--- config.mk ---
export PLATFORM = sky130hd
export DESIGN_NAME = i2c_status_master
export DESIGN_NICKNAME = d
export VERILOG_FILES = /design/src/rtl/i2c_status_master.sv
export SDC_FILE = /design/constraint.sdc
export NUM_CORES = 1
export LEC_CHECK = 0
export ABC_AREA = 1
export CELL_PAD_IN_SITES_DETAIL_PLACEMENT = 0
export CELL_PAD_IN_SITES_GLOBAL_PLACEMENT = 1
export CORE_MARGIN = 2
export CORE_UTILIZATION = 39
export CTS_CLUSTER_DIAMETER = 60
export CTS_CLUSTER_SIZE = 28
export DETAILED_ROUTE_END_ITERATION = 16
export PLACE_DENSITY_LB_ADDON = 0.1
export SLEW_MARGIN = 40
export SYNTH_ARGS = -nofsm -noshare
export SYNTH_HDL_FRONTEND = slang
export SYNTH_SLANG_ARGS = --single-unit
export TNS_END_PERCENT = 100
--- constraint.sdc ---
create_clock -name clk -period 2.14 [get_ports clk]
set_input_delay 0.321 -clock clk [delete_from_list [all_inputs] [get_ports clk]]
set_output_delay 0.321 -clock clk [all_outputs]
set_load 0.01 [all_outputs]
--- src/rtl/i2c_status_master.sv ---
module i2c_status_master #(
  parameter int AW = 6,
  parameter logic [5:0] LINE_INIT = 6'h3A
) (
  input  logic          clk,
  input  logic          rst_n,
  input  logic          clr_inv,
  input  logic          reg_wr,
  input  logic          reg_rd,
  input  logic [AW-1:0] reg_addr,
  input  logic [7:0]    reg_wdata,
  output logic [7:0]    reg_rdata,
  output logic          irq,
  output logic          bus_start,
  output logic          bus_send,
  output logic          bus_recv,
  output logic          bus_stop,
  output logic [6:0]    bus_addr,
  output logic          bus_rd,
  output logic [7:0]    bus_tx_byte,
  input  logic          bus_nack,
  input  logic [7:0]    bus_rx_byte
);
  localparam logic [AW-1:0] O_ADR = AW'(6'h00), O_XADR = AW'(6'h04), O_DAT = AW'(6'h08),
                            O_CTL = AW'(6'h0C), O_STA = AW'(6'h10), O_CLK = AW'(6'h14),
                            O_RST = AW'(6'h18), O_FEA = AW'(6'h1C), O_LIN = AW'(6'h20);
  localparam logic [4:0] S_START = 5'd1, S_RSTART = 5'd2, S_AW_ACK = 5'd3, S_AW_NACK = 5'd4,
                         S_TX_ACK = 5'd5, S_TX_NACK = 5'd6, S_AR_ACK = 5'd8,
                         S_RX_ACK = 5'd10, S_RX_NACK = 5'd11, S_IDLE = 5'h1F;

  logic [4:0] st, st_n;
  logic [7:0] adr_q, xadr_q, dat_q;
  logic [6:0] clk_q;
  logic [1:0] fea_q;
  logic [5:0] lin_q;
  logic       srst_q, ien, ben, ack_en, flag;
  logic       raise, flag_n, flag_set;

  wire wr_dat = reg_wr && reg_addr == O_DAT;
  wire wr_ctl = reg_wr && reg_addr == O_CTL;
  wire wr_rst = reg_wr && reg_addr == O_RST;
  wire rd_dat = reg_rd && reg_addr == O_DAT;
  wire rd_sta = reg_rd && reg_addr == O_STA;

  wire dat_go   = wr_dat && !srst_q && ben;
  wire ctl_go   = wr_ctl && !srst_q;
  wire srst_rel = wr_rst && srst_q && !reg_wdata[0];
  wire ben_eff  = ctl_go ? reg_wdata[6] : ben;

  assign bus_start   = dat_go && (st == S_START || st == S_RSTART);
  assign bus_send    = dat_go && (st == S_AW_ACK || st == S_TX_ACK);
  assign bus_recv    = rd_dat && (st == S_AR_ACK || st == S_RX_ACK || st == S_RX_NACK);
  assign bus_stop    = (ctl_go && reg_wdata[4]) || (bus_send && bus_nack) ||
                       (srst_rel && st != S_IDLE);
  assign bus_addr    = reg_wdata[7:1];
  assign bus_rd      = reg_wdata[0];
  assign bus_tx_byte = reg_wdata;
  assign irq         = flag && ien;

  always_comb begin
    st_n  = st;
    raise = 1'b0;
    if (bus_start) begin
      if (bus_nack) st_n = S_AW_NACK;
      else begin st_n = reg_wdata[0] ? S_AR_ACK : S_AW_ACK; raise = 1'b1; end
    end else if (bus_send) begin
      if (bus_nack) st_n = S_TX_NACK;
      else begin st_n = S_TX_ACK; raise = 1'b1; end
    end else if (bus_recv || (rd_sta && st == S_AR_ACK)) begin
      st_n  = ack_en ? S_RX_ACK : S_RX_NACK;
      raise = 1'b1;
    end else if (ctl_go) begin
      if (reg_wdata[5]) begin
        st_n  = (st == S_IDLE) ? S_START : S_RSTART;
        raise = 1'b1;
      end
      if (reg_wdata[4]) begin
        st_n  = S_IDLE;
        raise = 1'b0;
      end
      if (!reg_wdata[2] && st_n == S_RX_ACK) begin
        st_n = S_RX_NACK; raise = 1'b1;
      end else if (reg_wdata[2] && st_n == S_RX_NACK) begin
        st_n = S_RX_ACK; raise = 1'b1;
      end
    end
  end

  assign flag_set = raise && !srst_q && ben_eff && st_n != S_IDLE;

  always_comb begin
    flag_n = flag;
    if (ctl_go && (reg_wdata[3] == clr_inv)) flag_n = 1'b0;
    if (flag_set) flag_n = 1'b1;
  end

  always_ff @(posedge clk or negedge rst_n) begin
    if (!rst_n) begin
      st <= S_IDLE; adr_q <= '0; xadr_q <= '0; dat_q <= '0; clk_q <= '0;
      fea_q <= '0; lin_q <= LINE_INIT; srst_q <= 1'b0;
      ien <= 1'b0; ben <= 1'b0; ack_en <= 1'b0; flag <= 1'b0;
    end else if (srst_rel) begin
      st <= S_IDLE; adr_q <= '0; xadr_q <= '0; dat_q <= '0; clk_q <= '0;
      fea_q <= '0; lin_q <= LINE_INIT; srst_q <= 1'b0;
      ien <= 1'b0; ben <= 1'b0; ack_en <= 1'b0; flag <= 1'b0;
    end else begin
      st   <= st_n;
      flag <= flag_n;
      if (dat_go)   dat_q <= reg_wdata;
      if (bus_recv) dat_q <= bus_rx_byte;
      if (ctl_go) begin
        ien    <= reg_wdata[7];
        ben    <= reg_wdata[6];
        ack_en <= reg_wdata[2];
      end
      if (reg_wr) begin
        case (reg_addr)
          O_ADR:  adr_q  <= reg_wdata;
          O_XADR: xadr_q <= reg_wdata;
          O_CLK:  clk_q  <= reg_wdata[6:0];
          O_RST:  srst_q <= reg_wdata[0];
          O_FEA:  fea_q  <= reg_wdata[1:0];
          O_LIN:  lin_q  <= reg_wdata[5:0];
          default: ;
        endcase
      end
    end
  end

  always_ff @(posedge clk or negedge rst_n) begin
    if (!rst_n) reg_rdata <= '0;
    else if (reg_rd) begin
      case (reg_addr)
        O_ADR:  reg_rdata <= adr_q;
        O_XADR: reg_rdata <= xadr_q;
        O_DAT:  reg_rdata <= bus_recv ? bus_rx_byte : dat_q;
        O_CTL:  reg_rdata <= {ien, ben, 2'b00, flag, ack_en, 2'b00};
        O_STA:  reg_rdata <= {st, 3'b000};
        O_CLK:  reg_rdata <= {1'b0, clk_q};
        O_RST:  reg_rdata <= {7'd0, srst_q};
        O_FEA:  reg_rdata <= {6'd0, fea_q};
        O_LIN:  reg_rdata <= {2'b00, lin_q};
        default: reg_rdata <= '0;
      endcase
    end
  end

  a_r3_start_code: assert property (@(posedge clk) disable iff (!rst_n)
    (ctl_go && reg_wdata[5] && !reg_wdata[4]) |=> (st == S_START || st == S_RSTART));
  a_r5_addr_result: assert property (@(posedge clk) disable iff (!rst_n)
    (bus_start && !bus_nack) |=> (st == S_AW_ACK || st == S_AR_ACK));
  a_r6_tx_nack: assert property (@(posedge clk) disable iff (!rst_n)
    (bus_send && bus_nack) |=> (st == S_TX_NACK && $stable(flag)));
  a_r8_status_poll: assert property (@(posedge clk) disable iff (!rst_n)
    (rd_sta && st == S_AR_ACK) |=> ((st == S_RX_ACK || st == S_RX_NACK) && reg_rdata == 8'h40));
  a_r10_flag_busy: assert property (@(posedge clk) disable iff (!rst_n)
    $rose(flag) |-> st != S_IDLE);
  a_r12_data_hold: assert property (@(posedge clk) disable iff (!rst_n)
    (wr_dat && (srst_q || !ben)) |=> $stable(dat_q));
  a_r13_release: assert property (@(posedge clk) disable iff (!rst_n)
    srst_rel |=> (st == S_IDLE && !ben && !ien && !flag && lin_q == LINE_INIT && clk_q == '0));
  a_r4_one_op: assert property (@(posedge clk) disable iff (!rst_n)
    $onehot0({bus_start, bus_send, bus_recv}));
endmodule

======== Yosys cells after proc, flatten, opt, wreduce, memory -nomap -nowiden ========
Cells that the tools add are included.
W data, S select, Z words.
cells by class
  equality and inequality tests ........... 21
  multiplexer cells ....................... 59
  reduce and logical (&&, ||, !) cells .... 51
operators with widths
  cell                  number
  $mux W8               10
  $pmux W8 S9           1
  $mux W5               13
  $eq A5 B4 Y1 const B  5
  $eq A6 B5 Y1 const B  4
  $logic_and A1 B1 Y1   24
  $mux W1               22
  $mux W7               3
  $mux W6               3
  $reduce_bool A2 Y1    8
  $eq A6 B4 Y1 const B  2
  $reduce_and A2 Y1     6
  $eq A5 B2 Y1 const B  2
  $mux W2               5
  $ne A5 B5 Y1 const B  2
  $mux W4               2
  $logic_or A1 B1 Y1    7
  $eq A6 B3 Y1 const B  1
  $eq A6 B6 Y1 const B  1
  $logic_not A6 Y1      1
  $reduce_bool A3 Y1    2
  $eq A5 B1 Y1 const B  1
  $eq A5 B3 Y1 const B  1
  $eq A5 B5 Y1 const B  1
  2 further kinds       4
storage, ports and cells
  register bits ........................... 57
  bits of input ports ..................... 28
  output and inout port bits .............. 29
  word-level logic and storage cells ...... 144

======== Depth between registers and ports, before layout ========
Gate-level depths: netlist of the first run.
  word-level depth ........................ 21
  gate-level depth with buffers ........... 13
  mapped depth without buffers ............ 12

======== Worst setup path before layout of the first run ========
No wires, ideal clock.
  path type ............................... in2out
  start ................................... input reg_addr[2]
  end ..................................... output bus_stop
  data arrival time ....................... 1.388 ns
  data required time ...................... 1.819 ns
  slack ................................... 0.431 ns
  stages on the path ...................... 10
  path buffers ............................ 1
  cell sequence ........................... inv_2 -> nand2_2 -> nor2_4 -> nand2_1 -> nor2_2 -> inv_2 -> nor2_4 -> nand2_2 -> buf_2 -> o221ai_1
on the way
  word-level cells in the longest chain between the ends .. 8
  elaborated cells on any way between the ends .. 17
  those cells by class .................... 3 x eq/ne; 14 x reduce/logical
RTL lines
  element                           line  text
  from (decl)                       10    input logic [AW-1:0] reg_addr,
  $eq A6 B4 Y1                      39    wire wr_dat = reg_wr && reg_addr == O_DAT;
  $logic_and A1 B1 Y1               39
  $logic_and A1 B1 Y1 (2 in a row)  45    wire dat_go = wr_dat && !srst_q && ben;
  $logic_and A1 B1 Y1               51    assign bus_send = dat_go && (st == S_AW_ACK || st == S_TX_ACK);
  $logic_and A1 B1 Y1               53    assign bus_stop = (ctl_go && reg_wdata[4]) || (bus_send && bus_nack) ||
  $logic_or A1 B1 Y1                53
  $logic_or A1 B1 Y1 (*)            53
  to (decl)                         17    output logic bus_stop,
Every way passes the cells marked *; elsewhere a longest branch is shown, timed or not.

======== Final worst setup path of the first run ========
  start ................................... register st[1]
  end ..................................... output bus_recv
on the way
  word-level cells in the longest chain between the ends .. 4
  elaborated cells on any way between the ends .. 6
  those cells by class .................... 3 x eq/ne; 3 x reduce/logical
RTL lines
  element                  line  text
  from (decl)              31    logic [4:0] st, st_n;
  from (signal assigned)   107   st <= st_n;
  $eq A5 B4 Y1             52    assign bus_recv = rd_dat && (st == S_AR_ACK || st == S_RX_ACK || st == S_RX_NACK);
  $logic_or A1 B1 Y1       52
  $logic_or A1 B1 Y1 (*)   52
  $logic_and A1 B1 Y1 (*)  52
  to (decl)                16    output logic bus_recv,
Marked as above.

==> results of run 1 <==
-- kinds of logic (layout without fill, tap and decap cells) --
family,Yosys count,after routing,share of synthesized area
simple gates,207,207,0.2728
xor+xnor,1,1,0.002612
compound gates,95,95,0.1769
buf+inv,78,178,0.1190
flops,57,57,0.4287
-- flip-flops by register name, indices dropped and copies added, names as in the netlist --
register	cells
adr_q	8
dat_q	8
reg_rdata	8
xadr_q	8
clk_q	7
lin_q	6
st	5
fea_q	2
ack_en	1
ben	1
flag	1
ien	1
srst_q	1
-- power by group --
group	internal (mW)	total [mW]	switching (mW)
logic	0.258	0.543	0.284
registers	1.26	1.36	0.0968
clock network	0.592	1.04	0.447
total	2.11	2.94	0.827
-- final timing paths --
| kind | depth (start not counted) | endpoint | slack (ns) | startpoint |
|---|---|---|---|---|
| hold / removal | 2 | reg_rdata[5] | 0.48 | reg_rdata[5] |
| setup reg to reg | 10 | st[1] | 0.22 | st[0] |
| setup / recovery | 7 | bus_recv | 0.08 | st[1] |
| min in group asynchronous | 3 | dat_q[0] | 0.52 | rst_n |
| hold reg to reg | 2 | reg_rdata[5] | 0.48 | reg_rdata[5] |
| max in group asynchronous | 3 | st[1] | 1.31 | rst_n |
-- placed cells by master, fill, tap and decap left out, types with 2 or more instances in the layout --
| cell type | synthesis | routed |
|---|---|---|
| sky130_fd_sc_hd__inv_2 | 14 | 15 |
| sky130_fd_sc_hd__clkdlybuf4s50_1 | 0 | 48 |
| sky130_fd_sc_hd__dlymetal6s2s_1 | 0 | 2 |
| sky130_fd_sc_hd__dlygate4sd2_1 | 0 | 2 |
| sky130_fd_sc_hd__a22oi_1 | 2 | 2 |
| sky130_fd_sc_hd__nor3_2 | 1 | 2 |
| sky130_fd_sc_hd__nor2_2 | 4 | 5 |
| sky130_fd_sc_hd__o31ai_1 | 2 | 2 |
| sky130_fd_sc_hd__dfstp_2 | 9 | 9 |
| sky130_fd_sc_hd__buf_12 | 0 | 3 |
| sky130_fd_sc_hd__nor3_1 | 3 | 2 |
| sky130_fd_sc_hd__o21ai_2 | 18 | 18 |
| sky130_fd_sc_hd__a21boi_0 | 3 | 3 |
| sky130_fd_sc_hd__dfrtp_1 | 48 | 48 |
| sky130_fd_sc_hd__o211ai_1 | 5 | 5 |
| sky130_fd_sc_hd__clkinv_2 | 0 | 2 |
| sky130_fd_sc_hd__nand4_1 | 7 | 7 |
| sky130_fd_sc_hd__o2111ai_1 | 2 | 2 |
| sky130_fd_sc_hd__o22ai_1 | 2 | 2 |
| sky130_fd_sc_hd__nand2_2 | 7 | 9 |
| sky130_fd_sc_hd__clkbuf_8 | 0 | 11 |
| sky130_fd_sc_hd__nor2_4 | 5 | 7 |
| sky130_fd_sc_hd__nor2_1 | 15 | 12 |
| sky130_fd_sc_hd__inv_1 | 39 | 38 |
| sky130_fd_sc_hd__o21ai_0 | 30 | 29 |
| sky130_fd_sc_hd__a21oi_1 | 10 | 10 |
| sky130_fd_sc_hd__o21ai_1 | 17 | 18 |
| sky130_fd_sc_hd__buf_2 | 1 | 3 |
| sky130_fd_sc_hd__buf_4 | 16 | 49 |
| sky130_fd_sc_hd__nand3_1 | 12 | 12 |
| sky130_fd_sc_hd__nand2_1 | 148 | 146 |
-- cell type report --
| type | instances | area (um2) | area share |
|---|---|---|---|
| Multi-Input combinational cell | 303 | 1550 | 0.3442 |
| Sequential cell | 57 | 1438 | 0.3192 |
| Timing Repair Buffer | 109 | 987.2 | 0.2192 |
| Inverter | 54 | 202.7 | 0.04500 |
| Clock buffer | 12 | 155.1 | 0.03444 |
| Tap cell | 105 | 131.4 | 0.02917 |
| Clock inverter | 3 | 40.04 | 0.008889 |
-- tightest hold or removal path: cells and delay by family (launching register included) --
family,cells,cell delay [ns]
flip-flops,1,0.34
AND/OR/NAND/NOR,2,0.10
-- what timing repair did --
item,4_1_cts,5_1_grt
setup buffers,2,1
endpoints found under the hold margin,32,0
pin swaps,3,3
setup endpoints to repair,4,4
hold buffers,1,0
gates resized for setup,15,13
-- layer usage --
layer / up-vias / global-route usage / part of all wire
met5: - / 0 / 0
met4: 0 / 0.07151 / 0.016
met3: 15 / 0.05058 / 0.044
met2: 85 / 0.3467 / 0.46
met1: 1489 / 0.3201 / 0.49
li1: 1593 / - / -
-- metrics by stage --
| stage | hold slack, ns | instances | worst slack (ns) | power (mW) | util |
|---|---|---|---|---|---|
| after CTS | 0.4844 | 643 | 0.01102 | 2.953 | 0.5420 |
| after floorplan | 0.02541 | 438 | 0.4308 | 1.659 | - |
| final | 0.4781 | 643 | 0.08149 | 2.938 | 0.5455 |
| after detailed placement | 0.3547 | 625 | -0.3888 | 1.907 | 0.5161 |
| after global routing | 0.5103 | 643 | -0.03069 | 3.107 | 0.5455 |
| after global placement | 0.3499 | 625 | -0.3791 | 1.895 | 0.5155 |
-- Yosys cell counts (2+ instances only) --
library cell                count  area share
sky130_fd_sc_hd__inv_2         14       0.016
sky130_fd_sc_hd__nor3_1         3      0.0045
sky130_fd_sc_hd__o31ai_1        2      0.0045
sky130_fd_sc_hd__nand4_1        7       0.013
sky130_fd_sc_hd__dfrtp_1       48        0.36
sky130_fd_sc_hd__o2111ai_1      2      0.0052
sky130_fd_sc_hd__a22oi_1        2      0.0045
sky130_fd_sc_hd__o211ai_1       5       0.011
sky130_fd_sc_hd__nor2_4         5       0.017
sky130_fd_sc_hd__a21boi_0       3      0.0067
sky130_fd_sc_hd__o22ai_1        2      0.0037
sky130_fd_sc_hd__inv_1         39       0.044
sky130_fd_sc_hd__nor2_2         4      0.0075
sky130_fd_sc_hd__buf_4         16       0.036
sky130_fd_sc_hd__buf_6          6       0.020
sky130_fd_sc_hd__nand2_1      148        0.17
sky130_fd_sc_hd__o21ai_2       18       0.047
sky130_fd_sc_hd__o21ai_0       30       0.045
sky130_fd_sc_hd__nor2_1        15       0.017
sky130_fd_sc_hd__o21ai_1       17       0.025
sky130_fd_sc_hd__nand3_1       12       0.018
sky130_fd_sc_hd__a21oi_1       10       0.015
sky130_fd_sc_hd__dfstp_2        9       0.071
sky130_fd_sc_hd__nand2_2        7       0.013
==> flow_metrics.env, run 1 <==
export IMPL_grt_pass1_vias=3199
export IMPL_cp_required_ns=1.82
export IMPL_worst_min_path_class="reg -> reg"
export IMPL_critPathBufInv=4
export IMPL_power_per_cell_area_nw_per_um2=652.4
export IMPL_cts_path_max_buffers=2
export IMPL_async_reset_ff_frac=1.000
export IMPL_cts_root_buffer="sky130_fd_sc_hd__clkbuf_8"
export IMPL_post_dp_cell_area_um2=4262
export IMPL_drc=0
export IMPL_clk_insertion_delay_late_ns=0.34
export IMPL_irDropWorstVdd_v=0.0003695
export IMPL_io_buffer_count=56
export IMPL_slew_violations=0
export IMPL_nets=562
export IMPL_grt_first_pass_wirelength_um=16600
export IMPL_layout_filler_cells=819
export IMPL_worstSetupPathType="reg -> out"
export IMPL_antenna_cells=0
export IMPL_synth_seq_cells=57
export IMPL_floorplan_io_pins=57
export IMPL_yosys_warnings=0
export IMPL_slowest_stage="sky130_fd_sc_hd__dfstp_2"
export IMPL_timing_final_crit_period_ns=2.059
export IMPL_routedWlPerCell_um=15.70
export IMPL_report_final_hold_viol_count=0
export IMPL_maxCapViolations=0
export IMPL_grt_setup_unrepaired="true"
export IMPL_worstMarginPinSlew_ns=0.5299
export IMPL_die_w_um=96.73
export IMPL_cellLeakagePower_nw=2.232
export IMPL_ys_seq_area_frac=0.4287
export IMPL_cp_cell_sequence="nor2_4 -> buf_4 -> buf_4 -> nor2_4 -> nand2_2 -> inv_1 -> dlygate4sd2_1"
export IMPL_critical_path_arrival_ns=1.74
export IMPL_placementRows=33
export IMPL_totalNegativeSetupSlack_ns=0
export IMPL_syn_inst=438
export IMPL_syn_to_final_growth_pct=34.33
export IMPL_drt_antenna_violating_nets=0
export IMPL_tritoncts_clock_tree="built"
export IMPL_yosys_cell_types_count=38
export IMPL_detailedRoute_firstIterationViolations=205
export IMPL_synthFlopType="sky130_fd_sc_hd__dfrtp_1"
export IMPL_clock_pin_transition_on_the_worst_setup_and_hold_timing_paths_ns=0.06
export IMPL_dieArea_um2=9356
export IMPL_gp_congestion=0.9053
export IMPL_totalWireLength_um=10100
export IMPL_worstPathMaxFanout=4
export IMPL_dr_pass1_iters=5
export IMPL_drt_vias_per_instance=4.949
export IMPL_synth_cell_area_um2=3353
export IMPL_die_span_in_y_um=96.73
export IMPL_clock_sinks=57
export IMPL_grt_antenna_before_repair=0
export IMPL_setup_viol=0
export IMPL_synth_enable_flop_cells=0
export IMPL_htreeDepth=3
export IMPL_cp_end_kind="primary output"
export IMPL_fmax_mhz=485.8
export IMPL_post_synthesis_net_count=466
export IMPL_dp_final_hpwl_um=7582
export IMPL_slew_headroom=0.6448
export IMPL_run_status="finished clean"
export IMPL_grt_max_degree=58
export IMPL_placeableCoreArea_um2=8258
export IMPL_initial_utilization=0.4061
export IMPL_grt_overall_usage=0.2264
export IMPL_cts_buffers_inserted=9
export IMPL_startpoint_type="flop"
export IMPL_gr_total_overflow=0
export IMPL_postLayoutCellArea_um2=4504
export IMPL_routed_via_count=3182
export IMPL_critical_path_top_delay_family="flip-flops"
export IMPL_timing_clock_skew_ns=0.005146
export IMPL_final_period_utilization=0.9619
export IMPL_max_stage_delay_ns=0.58
export IMPL_syn_area_per_cell_um2=7.656
export IMPL_share_of_post_route_cells_with_drive_strength_above_1=0.2565
No activity file was read; power rests on OpenSTA's default activity.
==> run 2: changes to the inputs <==
Settings changed: CORE_MARGIN 2 to unset.
==> flow_metrics.env, run 2 (same netlist as run 1, synthesis figures left out) <==
export IMPL_maxCapViolations=0
export IMPL_cp_required_ns=1.82
export IMPL_routed_via_count=3289
export IMPL_fmax_mhz=474.9
export IMPL_mostFrequentLayoutCell="sky130_fd_sc_hd__nand2_1"
export IMPL_worstMarginPinSlew_ns=0.6100
export IMPL_die_span_in_y_um=94.73
export IMPL_cts_buffers_inserted=9
export IMPL_placeableCoreArea_um2=8258
export IMPL_clock_sinks=57
export IMPL_nets=574
export IMPL_final_util=0.5655
export IMPL_grt_setup_unrepaired="true"
export IMPL_initial_utilization=0.4061
export IMPL_report_final_hold_viol_count=0
export IMPL_final_cell_mix="147 x sky130_fd_sc_hd__nand2_1, 56 x sky130_fd_sc_hd__buf_4, 50 x sky130_fd_sc_hd__clkdlybuf4s50_1"
export IMPL_slew_headroom=0.5911
export IMPL_share_of_post_route_cells_with_drive_strength_above_1=0.2759
export IMPL_clock_pin_transition_on_the_worst_setup_and_hold_timing_paths_ns=0.06
export IMPL_die_w_um=94.73
export IMPL_drt_antenna_violating_nets=0
export IMPL_grt_antenna_before_repair=0
export IMPL_layout_filler_cells=813
export IMPL_drc=0
export IMPL_dr_pass1_iters=5
export IMPL_totalNegativeSetupSlack_ns=0
export IMPL_worst_min_path_class="reg -> reg"
export IMPL_worstPathMaxFanout=3
export IMPL_gr_total_overflow=0
export IMPL_cellLeakagePower_nw=2.305
export IMPL_syn_to_final_growth_pct=39.25
export IMPL_setup_viol=0
export IMPL_grt_max_degree=58
export IMPL_cp_end_kind="primary output"
export IMPL_detailedRoute_firstIterationViolations=202
export IMPL_gp_congestion=0.8703
export IMPL_floorplan_io_pins=57
export IMPL_timing_clock_skew_ns=0.007224
export IMPL_tritoncts_clock_tree="built"
export IMPL_slew_violations=0
export IMPL_routedWlPerCell_um=15.73
export IMPL_timing_final_crit_period_ns=2.106
export IMPL_grt_overall_usage=0.2502
export IMPL_drt_vias_per_instance=5.014
export IMPL_power_per_cell_area_nw_per_um2=647.4
export IMPL_totalWireLength_um=10320
export IMPL_dp_final_hpwl_um=7746
export IMPL_cts_path_max_buffers=2
export IMPL_dieArea_um2=8973
export IMPL_irDropWorstVdd_v=0.0003688
export IMPL_cts_root_buffer="sky130_fd_sc_hd__clkbuf_8"
export IMPL_final_period_utilization=0.9840
export IMPL_worstSetupPathType="in -> out"
export IMPL_grt_first_pass_wirelength_um=16550
export IMPL_startpoint_type="input port"
export IMPL_htreeDepth=3
export IMPL_placementRows=33
export IMPL_clk_insertion_delay_late_ns=0.34
export IMPL_critical_path_arrival_ns=1.78
export IMPL_run_status="finished clean"
export IMPL_antenna_cells=0
export IMPL_grt_pass1_vias=3124
export IMPL_io_buffer_count=56
-- run 2: cell count changes in the layout (fill, tap and decap cells not counted), moves of 2 or more --
cell and delta:
sky130_fd_sc_hd__buf_6 +2, sky130_fd_sc_hd__buf_4 +7, sky130_fd_sc_hd__clkdlybuf4s50_1 +2, sky130_fd_sc_hd__clkbuf_8 -2
sky130_fd_sc_hd__buf_12 +3
-- run 2: report_power, final --
| part | leakage (nW) | switching [mW] | internal (mW) |
|---|---|---|---|
| Combinational | 1.48 | 0.285 | 0.265 |
| Sequential | 0.718 | 0.0983 | 1.26 |
| Clock | 0.106 | 0.465 | 0.650 |
-- run 2: area by class of cell --
cell class	instances	area (um2)	area share
Timing Repair Buffer	121	1121	0.2401
Sequential cell	57	1438	0.3079
Tap cell	105	131.4	0.02814
Clock buffer	10	127.6	0.02733
Multi-Input combinational cell	303	1567	0.3355
Clock inverter	6	82.58	0.01768
Inverter	54	202.7	0.04341
-- run 2: what timing repair did --
item	CTS	global route
hold buffers	1	0
pin swaps	2	7
gates resized for setup	15	14
endpoints found under the hold margin	42	0
buffers inserted	6	3
cloned	0	0
endpoints found under the setup margin	4	6
-- run 2: stage by stage --
step                setup WS, ns  instance area, um2  total power [mW]  hold WS (ns)  std cells
global placement         -0.3719                4347             1.901        0.3538        632
CTS                     -0.03161                4622             3.040        0.4840        655
floorplan                 0.4308                3353             1.659       0.02541        438
global route            -0.06516                4669             3.182        0.5029        656
detailed placement       -0.4170                4352             1.916        0.3560        632
finish                   0.03428                4669             3.023        0.4809        656
-- run 2: path summary, 6_finish.rpt --
check | slack (ns) | start | end | cells past startpoint
max | 0.03 | reg_addr[2] | bus_stop | 11
min | 0.48 | reg_rdata[6] | reg_rdata[6] | 2
max reg2reg | 0.12 | st[0] | flag | 14
min reg2reg | 0.48 | reg_rdata[6] | reg_rdata[6] | 2
max in group asynchronous | 1.30 | rst_n | lin_q[5] | 3
min in group asynchronous | 0.51 | rst_n | xadr_q[1] | 3
-- run 2: critical path: stages --
cell and delay (ns):
sky130_fd_sc_hd__clkdlybuf4s50_1 0.46, sky130_fd_sc_hd__inv_2 0.09, sky130_fd_sc_hd__nand2_2 0.06, sky130_fd_sc_hd__nor2_4 0.12, sky130_fd_sc_hd__nand2_1 0.09, sky130_fd_sc_hd__nor2_2 0.10, sky130_fd_sc_hd__inv_2 0.06, sky130_fd_sc_hd__nor2_4 0.09
sky130_fd_sc_hd__nand2_2 0.07, sky130_fd_sc_hd__o221ai_2 0.16, sky130_fd_sc_hd__buf_2 0.16
-- run 2: per-layer routing --
metal  up-vias  global-route usage  wire length, um
met2       105              0.3861             4634
met3        15             0.04750              590
met1      1539              0.3531             4950
met5         -                   0                0
met4         0             0.07828              146
li1       1630                   -                -
==> run 3: changes to the inputs <==
Settings changed: PLACE_DENSITY set to 0.88, PLACE_DENSITY_LB_ADDON 0.1 to unset.
==> flow_metrics.env, run 3 (same netlist as run 1, synthesis figures left out) <==
export IMPL_run_status="finished clean"
export IMPL_mostFrequentLayoutCell="sky130_fd_sc_hd__nand2_1"
export IMPL_startpoint_type="flop"
export IMPL_report_power_total_mw=2.970
export IMPL_dieArea_um2=8973
export IMPL_grt_first_pass_wirelength_um=16150
export IMPL_gr_total_overflow=0
export IMPL_cellLeakagePower_nw=2.249
export IMPL_tritoncts_clock_tree="built"
export IMPL_clock_pin_transition_on_the_worst_setup_and_hold_timing_paths_ns=0.07
export IMPL_cp_end_kind="primary output"
export IMPL_setup_viol=0
export IMPL_worstPathMaxFanout=3
export IMPL_regToRegSetupSlack_ns=0.26
export IMPL_clock_sinks=57
export IMPL_placementRows=33
export IMPL_worst_min_path_class="in -> async"
export IMPL_routedWlPerCell_um=15.05
export IMPL_cts_root_buffer="sky130_fd_sc_hd__clkbuf_8"
export IMPL_cp_required_ns=1.82
export IMPL_gp_congestion=0.8908
export IMPL_drt_vias_per_instance=5.023
export IMPL_dp_final_hpwl_um=7452
export IMPL_antenna_cells=0
export IMPL_grt_pass1_vias=3196
export IMPL_critical_path_arrival_ns=1.80
export IMPL_maxCapViolations=0
export IMPL_clk_insertion_delay_late_ns=0.34
export IMPL_grt_overall_usage=0.2414
export IMPL_totalWireLength_um=9768
export IMPL_timing_final_crit_period_ns=2.120
export IMPL_fmax_mhz=471.8
export IMPL_final_period_utilization=0.9905
export IMPL_cts_path_max_buffers=2
export IMPL_syn_to_final_growth_pct=35.63
export IMPL_dr_pass1_iters=4
export IMPL_floorplan_io_pins=57
export IMPL_power_per_cell_area_nw_per_um2=653.0
export IMPL_io_buffer_count=56
export IMPL_post_dp_cell_area_um2=4249
export IMPL_grt_antenna_before_repair=0
export IMPL_worstMarginPinSlew_ns=0.9192
export IMPL_report_final_hold_viol_count=0
export IMPL_share_of_post_route_cells_with_drive_strength_above_1=0.2629
export IMPL_initial_utilization=0.4061
export IMPL_htreeDepth=3
export IMPL_slew_headroom=0.3825
export IMPL_grt_max_degree=39
export IMPL_slew_violations=0
export IMPL_detailedRoute_firstIterationViolations=284
export IMPL_grt_setup_unrepaired="true"
export IMPL_drt_antenna_violating_nets=0
export IMPL_final_cell_mix="147 x sky130_fd_sc_hd__nand2_1, 55 x sky130_fd_sc_hd__buf_4, 51 x sky130_fd_sc_hd__clkdlybuf4s50_1"
export IMPL_placeableCoreArea_um2=8258
export IMPL_die_w_um=94.73
export IMPL_routed_via_count=3260
export IMPL_nets=567
export IMPL_die_span_in_y_um=94.73
export IMPL_timing_clock_skew_ns=0.007016
export IMPL_worstSetupPathType="reg -> out"
export IMPL_irDropWorstVdd_v=0.0003091
export IMPL_cts_buffers_inserted=9
export IMPL_postLayoutCellArea_um2=4548
export IMPL_drc=0
-- run 3: final cells by class --
| type | count | area [um2] |
|---|---|---|
| Tap cell | 105 | 131.4 |
| Inverter | 54 | 202.7 |
| Sequential cell | 57 | 1438 |
| Timing Repair Buffer | 114 | 1017 |
| Fill cell | 778 | 3710 |
| Multi-Input combinational cell | 303 | 1551 |
| Clock inverter | 2 | 35.03 |
| Clock buffer | 14 | 172.7 |
-- run 3: power by group --
| part | internal, mW | switching [mW] |
|---|---|---|
| clock network | 0.632 | 0.423 |
| logic | 0.273 | 0.287 |
| registers | 1.26 | 0.0947 |
-- run 3: layer usage --
metal / track usage / vias up / part of all wire
met5: 0 / - / 0
met3: 0.04348 / 23 / 0.061
met4: 0.09975 / 0 / 0.027
met1: 0.3278 / 1528 / 0.45
met2: 0.3783 / 104 / 0.46
li1: - / 1605 / -
-- run 3: metrics by stage --
stage	hold slack, ns	util	std cells	setup slack, ns	setup TNS [ns]
final	0.4705	0.5508	649	0.02031	0
after global routing	0.4934	0.5508	649	-0.05659	-0.05659
after CTS	0.4720	0.5461	645	-0.02169	-0.02169
after detailed placement	0.3085	0.5145	624	-0.3853	-3.442
after global placement	0.3037	0.5145	624	-0.3950	-2.548
after floorplan	0.02541	-	438	0.4308	0
-- run 3: timing repair --
item | in CTS | in global routing
endpoints found under the hold margin | 11 | 0
buffers inserted | 4 | 4
pin swaps | 3 | 3
gates cloned | 0 | 0
hold buffers | 1 | 0
resized for setup | 17 | 6
endpoints found under the setup margin | 4 | 3
-- run 3: path summary, 6_finish.rpt --
check                               from            to  cells past startpoint
worst max-delay path               st[0]      bus_stop                     10
worst min-delay path               rst_n           ien                      2
worst max register to register     st[2]  reg_rdata[2]                     11
worst min register to register  lin_q[3]      lin_q[3]                      2
max in group asynchronous          rst_n         st[4]                      3
min in group clk                lin_q[3]      lin_q[3]                      2
-- run 3: worst max-delay path, stage by stage (launching register included) --
cell and delay [ns]:
sky130_fd_sc_hd__dfstp_2 0.55, sky130_fd_sc_hd__inv_2 0.04, sky130_fd_sc_hd__nor2_2 0.11, sky130_fd_sc_hd__nand2_1 0.07, sky130_fd_sc_hd__o21ai_2 0.07, sky130_fd_sc_hd__nand3_2 0.10, sky130_fd_sc_hd__nor2_2 0.11, sky130_fd_sc_hd__buf_4 0.13
sky130_fd_sc_hd__nand2_4 0.04, sky130_fd_sc_hd__o221ai_2 0.07, sky130_fd_sc_hd__buf_2 0.17
